===== src/rtl/acr_pkg.sv =====
package acr_pkg;
  typedef enum logic [1:0] {
    RX_IDLE  = 2'd0,
    RX_START = 2'd1,
    RX_BITS  = 2'd2,
    RX_HOLD  = 2'd3
  } rx_state_e;
endpackage


===== src/rtl/acr_sync.sv =====
module acr_sync #(
  parameter int   STAGES  = 2,
  parameter logic RST_VAL = 1'b0
) (
  input  logic clk_i,
  input  logic rst_ni,
  input  logic d_i,
  output logic q_o
);
  generate
    if (STAGES < 2) begin : g_single
      logic ff_q;
      always_ff @(posedge clk_i or negedge rst_ni) begin
        if (!rst_ni) ff_q <= RST_VAL;
        else         ff_q <= d_i;
      end
      assign q_o = ff_q;
    end else begin : g_chain
      logic [STAGES-1:0] ff_q;
      always_ff @(posedge clk_i or negedge rst_ni) begin
        if (!rst_ni) ff_q <= {STAGES{RST_VAL}};
        else         ff_q <= {ff_q[STAGES-2:0], d_i};
      end
      assign q_o = ff_q[STAGES-1];
    end
  endgenerate
endmodule


===== src/rtl/acr_rx_core.sv =====
module acr_rx_core
  import acr_pkg::*;
#(
  parameter int OSR    = 64,
  parameter int WORD_W = 10
) (
  input  logic              clk_i,
  input  logic              rst_ni,
  input  logic              rx_i,
  output logic [WORD_W-1:0] word_o,
  output logic              done_o
);
  localparam int CW   = $clog2(OSR);
  localparam int IW   = $clog2(WORD_W + 1);
  localparam int HALF = OSR / 2;

  rx_state_e         st_q;
  logic [CW-1:0]     cnt_q;
  logic [IW-1:0]     idx_q;
  logic [WORD_W-1:0] sh_q;
  logic              done_q;

  always_ff @(posedge clk_i or negedge rst_ni) begin
    if (!rst_ni) begin
      st_q   <= RX_IDLE;
      cnt_q  <= '0;
      idx_q  <= '0;
      sh_q   <= '0;
      done_q <= 1'b0;
    end else begin
      done_q <= 1'b0;
      unique case (st_q)
        RX_IDLE: begin
          if (!rx_i) begin
            st_q  <= RX_START;
            cnt_q <= '0;
          end
        end
        RX_START: begin
          if (cnt_q == CW'(HALF - 1)) begin
            cnt_q <= '0;
            idx_q <= '0;
            // line back high at mid-start: glitch
            st_q  <= rx_i ? RX_IDLE : RX_BITS;
          end else begin
            cnt_q <= cnt_q + 1'b1;
          end
        end
        RX_BITS: begin
          if (cnt_q == CW'(OSR - 1)) begin
            cnt_q <= '0;
            sh_q  <= {rx_i, sh_q[WORD_W-1:1]};
            idx_q <= idx_q + 1'b1;
            if (idx_q == IW'(WORD_W - 1)) begin
              done_q <= 1'b1;
              st_q   <= rx_i ? RX_IDLE : RX_HOLD;
            end
          end else begin
            cnt_q <= cnt_q + 1'b1;
          end
        end
        RX_HOLD: begin
          if (rx_i) st_q <= RX_IDLE;
        end
        default: st_q <= RX_IDLE;
      endcase
    end
  end

  assign word_o = sh_q;
  assign done_o = done_q;
endmodule


===== src/rtl/acr_frame_eval.sv =====
module acr_frame_eval #(
  parameter int DATA_W = 7
) (
  input  logic [DATA_W+2:0] word_i,
  input  logic [DATA_W-1:0] station_addr_i,
  output logic              good_o,
  output logic              is_addr_o,
  output logic              match_o,
  output logic [DATA_W-1:0] payload_o
);
  localparam int FLAG = DATA_W;
  localparam int PAR  = DATA_W + 1;
  localparam int STOP = DATA_W + 2;

  logic parity_ok;

  assign parity_ok = ~(^word_i[PAR:0]);
  assign good_o    = parity_ok & word_i[STOP];
  assign is_addr_o = word_i[FLAG];
  assign payload_o = word_i[DATA_W-1:0];
  assign match_o   = (word_i[DATA_W-1:0] == station_addr_i);
endmodule


===== src/rtl/acr_ctrl.sv =====
module acr_ctrl #(
  parameter int DATA_W  = 7,
  parameter int WIN_CYC = 512
) (
  input  logic              clk_i,
  input  logic              rst_ni,
  input  logic              done_i,
  input  logic              good_i,
  input  logic              is_addr_i,
  input  logic              match_i,
  input  logic [DATA_W-1:0] payload_i,
  input  logic              send_rise_i,
  output logic              vap_o,
  output logic              strobe_o,
  output logic [DATA_W-1:0] cmd_o,
  output logic              send_en_o
);
  localparam int TW = (WIN_CYC > 1) ? $clog2(WIN_CYC) : 1;

  logic              armed_q;
  logic              vap_q;
  logic              stb_q;
  logic [DATA_W-1:0] cmd_q;
  logic              sen_q;
  logic [TW-1:0]     tmr_q;
  logic              addr_hit;
  logic              cmd_hit;

  assign addr_hit = done_i & good_i & is_addr_i & match_i;
  assign cmd_hit  = done_i & good_i & ~is_addr_i & armed_q;

  always_ff @(posedge clk_i or negedge rst_ni) begin
    if (!rst_ni) begin
      armed_q <= 1'b0;
      vap_q   <= 1'b0;
      stb_q   <= 1'b0;
      cmd_q   <= '0;
    end else begin
      vap_q <= addr_hit;
      stb_q <= cmd_hit;
      if (cmd_hit) cmd_q <= payload_i;
      // every finished word re-decides the armed state
      if (done_i) armed_q <= addr_hit;
    end
  end

  always_ff @(posedge clk_i or negedge rst_ni) begin
    if (!rst_ni) begin
      sen_q <= 1'b0;
      tmr_q <= '0;
    end else if (cmd_hit) begin
      sen_q <= 1'b1;
      tmr_q <= '0;
    end else if (sen_q) begin
      if (send_rise_i || tmr_q == TW'(WIN_CYC - 1)) begin
        sen_q <= 1'b0;
        tmr_q <= '0;
      end else begin
        tmr_q <= tmr_q + 1'b1;
      end
    end
  end

  assign vap_o     = vap_q;
  assign strobe_o  = stb_q;
  assign cmd_o     = cmd_q;
  assign send_en_o = sen_q;
endmodule


===== src/rtl/addr_cmd_rx.sv =====
module addr_cmd_rx #(
  parameter int OSR           = 64,
  parameter int DATA_W        = 7,
  parameter int SEND_WIN_BITS = 8,
  parameter int SYNC_STAGES   = 2
) (
  input  logic              clk_i,
  input  logic              rst_ni,
  input  logic              rx_i,
  input  logic [DATA_W-1:0] station_addr_i,
  input  logic              send_i,
  output logic              valid_addr_pulse_o,
  output logic [DATA_W-1:0] cmd_o,
  output logic              cmd_strobe_o,
  output logic              send_en_o
);
  localparam int WORD_W  = DATA_W + 3;
  localparam int WIN_CYC = OSR * SEND_WIN_BITS;

  logic              rx_s;
  logic              send_s;
  logic              send_q;
  logic              send_rise;
  logic [WORD_W-1:0] word;
  logic              done;
  logic              good;
  logic              is_addr;
  logic              match;
  logic [DATA_W-1:0] payload;

  acr_sync #(.STAGES(SYNC_STAGES), .RST_VAL(1'b1)) u_rx_sync (
    .clk_i(clk_i), .rst_ni(rst_ni), .d_i(rx_i), .q_o(rx_s)
  );

  acr_sync #(.STAGES(SYNC_STAGES), .RST_VAL(1'b0)) u_send_sync (
    .clk_i(clk_i), .rst_ni(rst_ni), .d_i(send_i), .q_o(send_s)
  );

  always_ff @(posedge clk_i or negedge rst_ni) begin
    if (!rst_ni) send_q <= 1'b0;
    else         send_q <= send_s;
  end
  assign send_rise = send_s & ~send_q;

  acr_rx_core #(.OSR(OSR), .WORD_W(WORD_W)) u_core (
    .clk_i(clk_i), .rst_ni(rst_ni), .rx_i(rx_s), .word_o(word), .done_o(done)
  );

  acr_frame_eval #(.DATA_W(DATA_W)) u_eval (
    .word_i(word), .station_addr_i(station_addr_i), .good_o(good),
    .is_addr_o(is_addr), .match_o(match), .payload_o(payload)
  );

  acr_ctrl #(.DATA_W(DATA_W), .WIN_CYC(WIN_CYC)) u_ctrl (
    .clk_i(clk_i), .rst_ni(rst_ni), .done_i(done), .good_i(good),
    .is_addr_i(is_addr), .match_i(match), .payload_i(payload),
    .send_rise_i(send_rise), .vap_o(valid_addr_pulse_o),
    .strobe_o(cmd_strobe_o), .cmd_o(cmd_o), .send_en_o(send_en_o)
  );
endmodule


===== config.mk =====
export PLATFORM = sky130hd
export DESIGN_NAME = addr_cmd_rx
export DESIGN_NICKNAME = d
export VERILOG_FILES = /design/src/rtl/acr_pkg.sv /design/src/rtl/acr_sync.sv /design/src/rtl/acr_rx_core.sv /design/src/rtl/acr_frame_eval.sv /design/src/rtl/acr_ctrl.sv /design/src/rtl/addr_cmd_rx.sv
export SDC_FILE = /design/constraint.sdc
export NUM_CORES = 1
export LEC_CHECK = 0
export BUFFER_PORTS_ARGS = -buffer_cell sky130_fd_sc_hd__buf_2
export CAP_MARGIN = 5
export CORE_UTILIZATION = 55
export DETAILED_ROUTE_END_ITERATION = 10
export PLACE_DENSITY_LB_ADDON = 0.15
export SLEW_MARGIN = 10
export SYNTH_ARGS = -nofsm -noshare
export SYNTH_HDL_FRONTEND = slang
export SYNTH_HIERARCHICAL = 1
export SYNTH_SLANG_ARGS = --single-unit

===== constraint.sdc =====
create_clock -name clk_i -period 2.75 [get_ports clk_i]
set_clock_uncertainty 0.05 [all_clocks]
set_input_delay 0 -clock clk_i [delete_from_list [all_inputs] [get_ports clk_i]]
set_output_delay 0 -clock clk_i [all_outputs]
set_load 0.03 [all_outputs]

==> results of run 1 <==
-- report_power, final --
part / switching [mW] / internal (mW)
Combinational: 0.178 / 0.115
Sequential: 0.0236 / 0.733
Clock: 0.214 / 0.205
-- worst paths after layout --
check	from	to	slack, ns	depth (start not counted)
worst max-delay path	u_ctrl/tmr_q[0]$_DFFE_PN0P_	u_ctrl/tmr_q[5]$_DFFE_PN0P_	0.33	8
worst min-delay path	station_addr_i[5]	u_ctrl/vap_o$_DFF_PN0_	0.19	4
worst max register to register	u_ctrl/tmr_q[0]$_DFFE_PN0P_	u_ctrl/tmr_q[5]$_DFFE_PN0P_	0.33	8
worst min register to register	u_send_sync/g_chain.ff_q[0]$_DFF_PN0_	u_send_sync/g_chain.ff_q[1]$_DFF_PN0_	0.30	0
max in group asynchronous	rst_ni	u_core/idx_q[1]$_DFFE_PN0P_	1.64	2
min in group asynchronous	rst_ni	u_ctrl/cmd_o[2]$_DFFE_PN0P_	0.37	2
-- Yosys cell counts, types with 3 or more instances --
| library cell | count | area share [%] |
|---|---|---|
| a21oi_1 | 5 | 1.0 |
| nand2_1 | 67 | 10 |
| o21ai_0 | 8 | 1.6 |
| buf_4 | 9 | 2.7 |
| clkbuf_1 | 7 | 1.1 |
| mux2i_1 | 3 | 1.2 |
| o211ai_1 | 3 | 0.90 |
| and3_1 | 3 | 0.75 |
| nand3_1 | 11 | 2.2 |
| nor2b_1 | 5 | 1.3 |
| nor2_1 | 6 | 0.90 |
| inv_1 | 10 | 1.5 |
| xor2_1 | 4 | 1.4 |
| a311oi_1 | 3 | 1.1 |
| dfrtp_1 | 46 | 46 |
| nand4_1 | 5 | 1.3 |
| xnor2_1 | 6 | 2.1 |
| ha_1 | 10 | 5.0 |
-- per-layer routing --
layer / vias to the layer above / part of all wire (%) / wire [um] / track usage (%)
met5: - / 0 / 0 / 0
met4: 0 / 1.0 / 42 / 6.12
met3: 6 / 3.7 / 156 / 4.65
li1: 908 / - / - / -
met2: 33 / 47 / 1970 / 30.5
met1: 830 / 48 / 2030 / 25.2
-- sequential cells by signal, summed over array words and instances, names as in the netlist, 2 cells and up --
name,count
u_core/word_o,10
u_ctrl/tmr_q,9
u_ctrl/cmd_o,7
u_core/cnt_q,6
u_core/idx_q,4
u_core/st_q,2
u_rx_sync/g_chain.ff_q,2
u_send_sync/g_chain.ff_q,2
-- logic make-up (layout without fill, tap and decap cells) --
| family | after synthesis | in the layout | synth area share, % |
|---|---|---|---|
| buf+inv | 28 | 44 | 5.61 |
| xor+xnor | 12 | 12 | 5.36 |
| mux | 5 | 5 | 2.25 |
| compound gates | 38 | 38 | 10.8 |
| simple gates | 117 | 117 | 22.8 |
| fa+ha+maj | 10 | 10 | 5.01 |
| flops | 48 | 48 | 48.2 |
-- final cells by class --
type,count,area share (%)
timing repair buffer,26,5.65
tap,52,2.41
clock buffer,8,3.33
sequential,48,44.5
inverter,10,1.39
multi-input combinational,182,42.7
-- placed cells by master, fill, tap and decap left out, drive strengths merged, types with 4 or more instances in the layout --
cell	count
nand2	67
dfrtp	46
buf	23
nand3	11
inv	10
ha	10
o21ai	8
clkbuf	8
a21oi	7
nor2	6
xnor2	6
nor2b	6
nand4	5
xor2	4
-- tightest hold or removal path: stages --
cell and delay [ns]:
buf_2 0.08, xor2_1 0.13, nor4_1 0.07, and4_1 0.21
==> results.py, run 1 <==
metrics = {
    "power_and_ir_drop": {
        "finalPower_mw": 1.47,
        "vdd_drop_max_uv": 442,
        "power_leakage_nw": 1.34,
        "power_density_nw_per_um2": 543,
    },
    "worst_setup_path": {
        "crit_family": "simple AND/OR/NAND/NOR gates",
        "crit_arrival_ns": 2.60,
        "critPathSlowestCell": "or4_4",
        "crit_buf_inv": 1,
        "crit_chain": "ha_1, inv_1, or2_0, nor2_1, ha_1, or3b_4, or4_4, a21oi_2",
        "start_kind": "register",
        "cp.required_ns": 2.93,
        "critPathMaxStageDelay_ns": 0.49,
        "worstSetupEndpointType": "register",
        "path_class": "reg2reg",
        "crit_top_cell": "ha_1",
        "crit_path_max_fanout": 7,
    },
    "sta": {
        "finalHoldViolCount": 0,
        "post-route-min-period_ns": 2.42,
        "finalCritPeriodShare_pct": 88.0,
        "setup_tns_ns": 0,
        "max_freq_mhz": 413,
        "slew_viol_final": 0,
        "rsz0062_at_grt": "false",
        "fin_ws_ns": 0.331,
        "setup_violations": 0,
        "max_slew_margin_pct": 31.3,
        "whs_ns": 0.187,
        "tightest_slew_ns": 1.03,
    },
    "finish": {
        "final_area_um2": 2700,
        "drive_above_1_share_pct": 15.0,
        "multi_input_area_um2": 1150,
        "final_nets": 294,
        "n_fill_cell": 352,
        "area_delta_synth_final_pct": 8.21,
        "diodes": 0,
        "final_core_util_pct": 62.1,
        "ff_latch_area_um2": 1200,
        "fin_cells": 326,
    },
    "placed_design": {
        "gp_congestion": 0.846,
        "io_buffers": 20,
        "dpl.hpwl_um": 2910,
        "placed_cell_area_um2": 2580,
        "dp.cells": 315,
        "pre_cts_ws_ns": 0.381,
    },
    "die": {
        "rows": 24,
        "die_width_um": 69.4,
        "core_um2": 4350,
        "die_height_um": 69.4,
        "start_util_pct": 57.4,
        "dieArea_um2": 4820,
        "pin_count": 21,
    },
    "detailed_routing": {
        "wl_per_cell_um": 12.9,
        "drc": 0,
        "via_per_inst": 5.45,
        "ant_nets": 0,
        "vias": 1777,
        "drtPass1Iterations": 4,
        "wl_um": 4200,
        "drt_iter0_drc": 131,
    },
    "logic_synthesis": {
        "ys_seq_area_share_pct": 48.2,
        "synth-async-reset-ratio_pct": 100,
        "avgSynthCellArea_um2": 9.68,
        "synthCells": 258,
        "syn-num-nets": 279,
        "yosysUniqueCellTypes": 54,
        "ys.flop_type": "dfrtp_1",
        "synth_enable_flop_cells": 0,
        "ys_warn_count": 6,
        "ys_ff_latch": 48,
        "netlist_area_um2": 2500,
    },
    "clock_network": {
        "clk_pin_slew_worst_paths_ns": 0.08,
        "htree_levels": 2,
        "clkLatencyLatePin_ns": 0.29,
        "root_buffer": "clkbuf_8",
        "ctsHoldBuffers": 3,
        "tritoncts": "done",
        "cts.sinks": 48,
        "cts_max_path_buffers": 2,
        "cts_resized": 0,
        "numCtsBuffers": 5,
        "cts_setup_buffers": 0,
    },
    "global_routing": {
        "antenna_found_initial": 0,
        "overflow": 0,
        "grt_use_total_pct": 18.9,
        "grt_pass1_vias": 1628,
        "grt_first_pass_wirelength_um": 7250,
        "grt_max_degree": 49,
    },
    "hold_path": {
        "hp-class": "in2reg",
    },
    "flow_run": {
        "max_cap_viol_count": 0,
    },
    "status": {
        "status": "complete, no violations",
    },
}
No activity file was read; power rests on OpenSTA's default activity.
==> inputs of run 2 (changes only) <==
BUFFER_PORTS_ARGS = unset   (was -buffer_cell sky130_fd_sc_hd__buf_2)
DONT_BUFFER_PORTS = 1   (was unset)
==> results.py, run 2 (same netlist as run 1, synthesis figures left out) <==
metrics = {
    "clock_network": {
        "numCtsBuffers": 5,
        "clk_pin_slew_worst_paths_ns": 0.09,
        "cts.sinks": 48,
        "htree_levels": 2,
        "root_buffer": "clkbuf_8",
        "clkLatencyLatePin_ns": 0.30,
        "tritoncts": "done",
        "cts_max_path_buffers": 2,
    },
    "worst_setup_path": {
        "crit_path_max_fanout": 7,
        "crit_top_cell": "ha_1",
        "critPathMaxStageDelay_ns": 0.49,
        "crit_arrival_ns": 2.59,
        "worstReg2RegEnd": "u_ctrl/tmr_q[5]$_DFFE_PN0P_",
        "worstSetupEndpointType": "register",
        "crit_chain": "ha_1, inv_1, or2_0, nor2_1, ha_1, or3b_4, or4_4, a21oi_2",
        "path_class": "reg2reg",
        "r2r_start": "u_ctrl/tmr_q[0]$_DFFE_PN0P_",
        "r2r_slack_ns": 0.35,
        "rr_worst_depth": 8,
        "worstSetupStartpoint": "u_ctrl/tmr_q[0]$_DFFE_PN0P_",
        "critPathSlowestCell": "or4_4",
        "start_kind": "register",
        "cp.required_ns": 2.94,
    },
    "flow_run": {
        "max_cap_viol_count": 0,
    },
    "power_and_ir_drop": {
        "power_density_nw_per_um2": 557,
        "finalPower_mw": 1.47,
        "power_leakage_nw": 1.27,
        "vdd_drop_max_uv": 442,
    },
    "sta": {
        "setup_violations": 0,
        "slew_viol_final": 0,
        "post-route-min-period_ns": 2.40,
        "max_slew_margin_pct": 62.1,
        "fin_ws_ns": 0.351,
        "rsz0062_at_grt": "false",
        "tightest_slew_ns": 0.565,
        "max_freq_mhz": 417,
        "finalCritPeriodShare_pct": 87.2,
        "setup_tns_ns": 0,
        "finalHoldViolCount": 0,
    },
    "finish": {
        "diodes": 0,
        "largest_register_ffs": 10,
        "final_core_util_pct": 60.7,
        "final_common_cell": "nand2_1",
        "fin_cells": 308,
        "area_delta_synth_final_pct": 5.71,
        "layout_common_cells": "nand2_1 (67), dfrtp_1 (46), nand3_1 (11)",
        "drive_above_1_share_pct": 9.77,
        "final_nets": 276,
    },
    "global_routing": {
        "overflow": 0,
        "antenna_found_initial": 0,
        "grt_pass1_vias": 1646,
        "grt_max_degree": 49,
        "grt_first_pass_wirelength_um": 7400,
        "grt_use_total_pct": 19.3,
    },
    "placed_design": {
        "gp_congestion": 0.842,
        "dpl.hpwl_um": 2920,
        "dp.cells": 296,
        "io_buffers": 0,
        "pre_cts_ws_ns": 0.386,
    },
    "detailed_routing": {
        "vias": 1746,
        "wl_per_cell_um": 13.8,
        "via_per_inst": 5.67,
        "drtPass1Iterations": 7,
        "wl_um": 4240,
        "drc": 0,
        "drt_iter0_drc": 123,
        "ant_nets": 0,
    },
    "die": {
        "core_um2": 4350,
        "rows": 24,
        "die_width_um": 69.4,
        "dieArea_um2": 4820,
        "die_height_um": 69.4,
        "start_util_pct": 57.4,
        "pin_count": 21,
    },
    "hold_path": {
        "holdPathStages": 3,
        "hold_start": "station_addr_i[5]",
        "hold-path-endpoint": "u_ctrl/vap_o$_DFF_PN0_",
        "hp-class": "in2reg",
    },
    "status": {
        "status": "complete, no violations",
    },
}
[run 2: worst max-delay path, delay by kind of cell, from the launching register on]
| kind | cells | cell delay, ns |
|---|---|---|
| fa+ha+maj | 2 | 0.49 |
| simple gates | 4 | 1.14 |
| flops | 1 | 0.46 |
| buf+inv | 1 | 0.08 |
| compound gates | 1 | 0.12 |
[run 2: how the worst max path moves through the flow]
stage,end,slack [ns],cells after the start
floorplan,u_ctrl/tmr_q[5]$_DFFE_PN0P_,0.51,8
global placement,u_ctrl/tmr_q[5]$_DFFE_PN0P_,0.44,8
detailed placement,u_ctrl/tmr_q[5]$_DFFE_PN0P_,0.39,8
CTS,u_ctrl/tmr_q[5]$_DFFE_PN0P_,0.36,8
global route,u_ctrl/tmr_q[3]$_DFFE_PN0P_,0.20,8
finish,u_ctrl/tmr_q[5]$_DFFE_PN0P_,0.35,8
[run 2: routing by layer]
metal,vias to the layer above,GRT usage (%),wire length (um)
met5,-,0,0
met2,32,32.5,2050
met3,6,4.65,156
met1,839,24.2,1970
li1,869,-,-
met4,0,6.80,63
[run 2: where the power goes]
group | total [mW] | switching (mW) | internal (mW)
clock | 0.425 | 0.224 | 0.201
sequential | 0.756 | 0.0230 | 0.733
combinational | 0.292 | 0.177 | 0.115
[run 2: layout make-up]
cell class,instances,area (um2)
Clock buffer,6,82.6
Clock inverter,2,10.0
Fill cell,374,1710
Inverter,10,37.5
Multi-Input combinational cell,182,1150
Sequential cell,48,1200
Tap cell,52,65.1
Timing Repair Buffer,8,87.6
[run 2: stage by stage]
step                      hold WS, ns  area (um2)
after floorplan                -0.346        2500
after global placement         -0.345        2490
after detailed placement       -0.345        2490
after CTS                      0.0713        2640
after global routing           0.0895        2640
final                          0.0852        2640
[run 2: what timing repair did]
action | CTS | global route
setup endpoints to repair | 0 | 0
resized for setup | 0 | 0
hold buffers | 4 | 0
endpoints found under the hold margin | 50 | 0
buffers inserted | 0 | 0
